`config.mk`:
```
export PLATFORM = sky130hd
export DESIGN_NAME = sram_collision_arbiter
export DESIGN_NICKNAME = d
export VERILOG_FILES = /design/src/rtl/sram_arb_pkg.sv /design/src/rtl/sram_bank_match.sv /design/src/rtl/sram_grant_pick.sv /design/src/rtl/sram_dma_guard.sv /design/src/rtl/sram_collision_arbiter.sv
export SDC_FILE = /design/constraint.sdc
export NUM_CORES = 1
export LEC_CHECK = 0
export BUFFER_PORTS_ARGS = -buffer_cell sky130_fd_sc_hd__buf_2
export CAP_MARGIN = 5
export CORE_ASPECT_RATIO = 2
export CORE_UTILIZATION = 24
export DETAILED_ROUTE_END_ITERATION = 10
export PLACE_DENSITY = 0.82
export REMOVE_ABC_BUFFERS = 1
export SLEW_MARGIN = 30
export SYNTH_ARGS = -nofsm -noshare
export SYNTH_HDL_FRONTEND = slang
export SYNTH_SLANG_ARGS = --single-unit
```
`constraint.sdc`:
```
create_clock -name clk -period 1.7 [get_ports clk]
set_input_delay 0.085 -clock clk [delete_from_list [all_inputs] [get_ports clk]]
set_output_delay 0.085 -clock clk [all_outputs]
set_load 0.05 [all_outputs]
```
`src/rtl/sram_arb_pkg.sv`:
```
package sram_arb_pkg;

    localparam int NREQ     = 4;
    localparam int IDX_DAG0 = 0;
    localparam int IDX_DAG1 = 1;
    localparam int IDX_STB  = 2;
    localparam int IDX_DMA  = 3;

    localparam int KEY_W = 6;
    typedef logic [KEY_W-1:0] bank_key_t;

    // Bits that select a physical sub-array: bank, half bank, sub-bank, word polarity.
    function automatic bank_key_t bank_key(input logic [31:0] a);
        return {a[21:20], a[16], a[13:12], a[2]};
    endfunction

    // Lower value wins. Promotion moves DMA ahead of all others.
    function automatic int rank_of(input int idx, input logic promo);
        if (promo) begin
            return (idx == IDX_DMA) ? 0 : idx + 1;
        end
        return idx;
    endfunction

endpackage

```
`src/rtl/sram_bank_match.sv`:
```
module sram_bank_match
    import sram_arb_pkg::*;
(
    input  logic      [NREQ-1:0]            req,
    input  bank_key_t [NREQ-1:0]            key,
    output logic      [NREQ-1:0][NREQ-1:0]  clash
);

    for (genvar i = 0; i < NREQ; i++) begin : g_row
        for (genvar j = 0; j < NREQ; j++) begin : g_col
            if (i == j) begin : g_self
                assign clash[i][j] = 1'b0;
            end else begin : g_pair
                assign clash[i][j] = req[i] && req[j] && (key[i] == key[j]);
            end
        end
    end

endmodule

```
`src/rtl/sram_grant_pick.sv`:
```
module sram_grant_pick
    import sram_arb_pkg::*;
(
    input  logic [NREQ-1:0]           req,
    input  logic [NREQ-1:0][NREQ-1:0] clash,
    input  logic                      promo,
    output logic [NREQ-1:0]           gnt
);

    for (genvar i = 0; i < NREQ; i++) begin : g_req
        logic beaten;

        always_comb begin
            beaten = 1'b0;
            for (int j = 0; j < NREQ; j++) begin
                if (clash[i][j] && (rank_of(j, promo) < rank_of(i, promo))) begin
                    beaten = 1'b1;
                end
            end
        end

        assign gnt[i] = req[i] & ~beaten;
    end

endmodule

```
`src/rtl/sram_dma_guard.sv`:
```
module sram_dma_guard #(
    parameter int STARVE_LIMIT = 16
) (
    input  logic clk,
    input  logic rst,
    input  logic dma_valid,
    input  logic dma_next_valid,
    input  logic dma_gnt,
    output logic promo
);

    localparam int CNT_W = $clog2(STARVE_LIMIT + 2);
    localparam logic [CNT_W-1:0] LIMIT_V = CNT_W'(STARVE_LIMIT);
    localparam logic [CNT_W-1:0] SAT_V   = CNT_W'(STARVE_LIMIT + 1);

    typedef struct packed {
        logic [CNT_W-1:0] wait_cnt;
        logic             second;
    } guard_t;

    guard_t st_d, st_q;

    always_comb begin
        st_d = st_q;
        if (!dma_valid || dma_gnt) begin
            st_d.wait_cnt = '0;
            st_d.second   = 1'b0;
        end else begin
            if (st_q.wait_cnt != SAT_V) begin
                st_d.wait_cnt = st_q.wait_cnt + 1'b1;
            end
            st_d.second = st_q.second | dma_next_valid;
        end
    end

    always_ff @(posedge clk) begin
        if (rst) begin
            st_q <= '0;
        end else begin
            st_q <= st_d;
        end
    end

    assign promo = (st_q.wait_cnt > LIMIT_V) || st_q.second;

endmodule

```
`src/rtl/sram_collision_arbiter.sv`:
```
module sram_collision_arbiter
    import sram_arb_pkg::*;
#(
    parameter int ADDR_W       = 32,
    parameter int STARVE_LIMIT = 16
) (
    input  logic              clk,
    input  logic              rst,
    input  logic              dag0_valid,
    input  logic [ADDR_W-1:0] dag0_addr,
    input  logic              dag1_valid,
    input  logic [ADDR_W-1:0] dag1_addr,
    input  logic              stb_valid,
    input  logic [ADDR_W-1:0] stb_addr,
    input  logic              dma_valid,
    input  logic [ADDR_W-1:0] dma_addr,
    input  logic              dma_next_valid,
    output logic              dag0_gnt,
    output logic              dag1_gnt,
    output logic              stb_gnt,
    output logic              dma_gnt,
    output logic              dma_promoted
);

    logic      [NREQ-1:0]           req;
    bank_key_t [NREQ-1:0]           key;
    logic      [NREQ-1:0][NREQ-1:0] clash;
    logic      [NREQ-1:0]           gnt;
    logic                           promo;

    assign req[IDX_DAG0] = dag0_valid;
    assign req[IDX_DAG1] = dag1_valid;
    assign req[IDX_STB]  = stb_valid;
    assign req[IDX_DMA]  = dma_valid;

    assign key[IDX_DAG0] = bank_key(32'(dag0_addr));
    assign key[IDX_DAG1] = bank_key(32'(dag1_addr));
    assign key[IDX_STB]  = bank_key(32'(stb_addr));
    assign key[IDX_DMA]  = bank_key(32'(dma_addr));

    sram_bank_match i_match (
        .req   (req),
        .key   (key),
        .clash (clash)
    );

    sram_grant_pick i_pick (
        .req   (req),
        .clash (clash),
        .promo (promo),
        .gnt   (gnt)
    );

    sram_dma_guard #(
        .STARVE_LIMIT (STARVE_LIMIT)
    ) i_guard (
        .clk            (clk),
        .rst            (rst),
        .dma_valid      (dma_valid),
        .dma_next_valid (dma_next_valid),
        .dma_gnt        (gnt[IDX_DMA]),
        .promo          (promo)
    );

    assign dag0_gnt     = gnt[IDX_DAG0];
    assign dag1_gnt     = gnt[IDX_DAG1];
    assign stb_gnt      = gnt[IDX_STB];
    assign dma_gnt      = gnt[IDX_DMA];
    assign dma_promoted = promo;

endmodule

```
==> flow_summary.json <==
{
  "status": "finished, violations left",
  "violations": "negative setup slack",
  "finalCriticalPeriod_ns": 1.78,
  "wl_per_cell_um": 12.3,
  "timing.fmax_mhz": 561,
  "grt_max_degree": 7,
  "grt_pass1_wl_um": 3280,
  "grt_busiest_layer": "met2",
  "place_inst": 157,
  "relSlewSlack": 0.825,
  "timing.critical_path.from_type": "register",
  "worstSetupPathType": "register to primary output",
  "cts_num_sinks": 6,
  "synth-simple-area-share": 0.212,
  "ys_types": 22,
  "critPathLaunch": "i_guard.st_q[2]",
  "rrSetupSlack_ns": -0.04,
  "clockRootBuffer": "clkbuf_8",
  "synth_area_leaders": "xnor2_1 26%, xor2_1 19%, dfxtp_1 16%, ha_1 4.9%, nand4_1 4.9%",
  "endpoint_kind": "primary output",
  "portBuffers": 35,
  "instances_no_fill": 164,
  "io_pins": 140,
  "grt_overflow_total": 0,
  "clk_pin_slew_worst_paths_ns": 0.04,
  "final_cell_mix": "30 x buf_2, 23 x xnor2_1, 17 x xor2_1",
  "drt-initial-drc-count": 4,
  "largest_reg_flops": 6,
  "worst_slack_ns": -0.0830,
  "yosysWarnings": 0,
  "drive_above_1_share": 0.455,
  "syn_area_um2": 767,
  "maxSlewViolCount": 0,
  "tightest_slew_ns": 0.260,
  "mostFrequentLayoutCell": "buf_2",
  "place_hpwl_um": 1690,
  "syn2layout_area_growth_pct": 49.1,
  "die_w_um": 42.0,
  "coreArea_mm2": 0.00301,
  "dr.pass1.iters": 3,
  "rsz0062_at_grt": "true",
  "avgSynthCellArea_um2": 8.72,
  "initial_core_util": 0.255,
  "multi_input_area_um2": 661,
  "grt_util_met2": 0.219,
  "leakage_uw": 0.000474,
  "seq_area_um2": 123,
  "worstHoldStart": "dma_next_valid",
  "wl_um": 2010,
  "cts_max_level": 1,
  "worstHoldPathType": "input pin to register",
  "via_per_inst": 4.80,
  "synthCells": 88,
  "crit_fanout": 5,
  "setup_viol": 5,
  "antenna_found_initial": 0,
  "ys_ff_latch": 6,
  "nets": 274,
  "ctsLongestPathBuffers": 2,
  "irDropWorstVdd_uv": 250,
  "yosys.area.top_type": "xnor2_1",
  "use_met3": 0.0308,
  "grtUsageTotal": 0.126,
  "fin_skew_ns": 0.000930,
  "use_met1": 0.130,
  "arrival_ns": 1.70,
  "worstPathRequired_ns": 1.62,
  "synthAdderAreaFrac": 0.0489,
  "postRouteAntennaNets": 0,
  "ys_seq_area_frac": 0.157,
  "die_area_mm2": 0.00344,
  "n_fill_cell": 316,
  "routabilityCongestion": 0.755,
  "rows": 28,
  "top_register": "i_guard.st_q",
  "largestRegisters": "i_guard.st_q (6)",
  "synthMuxAreaShare": 0.0131,
  "p_per_area_mw_per_mm2": 479,
  "cts_tree": "yes",
  "numCtsBuffers": 3,
  "grt_pass1_vias": 833,
  "die_y_um": 81.9,
  "clkLatencyLatePin_ns": 0.22,
  "final-hold-violation-count": 0,
  "synth_top_area_frac": 0.263,
  "synth_top_family_by_area": "XOR/XNOR gates",
  "vias": 787,
  "timing.rr.start": "i_guard.st_q[2]",
  "synth-xor-area-share": 0.457,
  "place_ws_ns": -0.00410,
  "synth_compound_area_frac": 0.0930,
  "hold_buffers": 0,
  "antenna_cells": 0,
  "cap_violations": 0,
  "period_share": 1.05,
  "drcViolationCount": 0
}
cell families after synthesis:
group / count (synthesis)
adder cells (fa/ha/maj): 3
AND/OR/NAND/NOR: 28
buffers and inverters: 4
flip-flops: 6
XOR/XNOR: 40
AO/OA/AOI/OAI: 6
multiplexers: 1
worst max-delay path, cell delays in order, from the launching register on:
cell and delay, ns:
dfxtp_2 0.31, inv_2 0.07, ha_4 0.13, or3b_4 0.38, a21oi_4 0.19, o2111a_1 0.22, buf_6 0.16
report_power, final:
part,internal [uW],total (uW),leakage (uW),switching [uW]
Combinational,91.9,192,0.000403,101
Sequential,142,142,0.0000493,0.121
Clock,152,214,0.0000216,61.6
Total,386,548,0.000474,162
final cells by class:
cell class | count | area share
Tap cell | 30 | 0.0328
Timing Repair Buffer | 43 | 0.233
Clock buffer | 3 | 0.0361
Sequential cell | 6 | 0.107
Inverter | 4 | 0.0131
Multi-Input combinational cell | 78 | 0.578
final timing paths:
kind,cells past startpoint,end
setup reg to reg,8,i_guard.st_q[3]
setup / recovery,6,stb_gnt
hold / removal,3,i_guard.st_q[0]
hold reg to reg,2,i_guard.st_q[4]
synth_stat cells:
library cell	count
o221a_2	1
nand2_1	4
a21boi_0	1
nand4_1	6
a31o_4	1
ha_1	3
nand3b_2	1
xnor2_1	23
or4_1	2
xor2_1	17
mux2i_1	1
nand3_1	4
nor3_2	1
o21a_1	1
inv_1	4
dfxtp_1	6
nor3_1	1
nor4_1	3
or3b_4	1
a21oi_4	1
o2111a_1	1
nor2_1	5
per-stage QoR:
stage	hold slack [ns]	TNS [ns]	area, um^2	util	total power [uW]
after floorplan	0.197	-0.428	767	-	244
after global placement	0.306	0	1010	0.335	325
after detailed placement	0.310	-0.00755	1010	0.335	328
after CTS	0.0829	-0.231	1110	0.369	550
after global routing	0.0849	-0.928	1140	0.380	572
final	0.0845	-0.227	1140	0.380	548
per-layer routing:
metal	share of wire	vias up	wire length [um]
li1	-	395	-
met1	0.40	356	803
met2	0.51	32	1030
met3	0.070	4	140
met4	0.018	0	37
met5	0	-	0
timing repair:
action | CTS | global route
setup buffers | 3 | 1
endpoints found under the setup margin | 6 | 11
gates resized for setup | 14 | 7
gates cloned | 0 | 0
pin swaps | 3 | 5
Note: power is estimated with default switching activity, not from simulation.
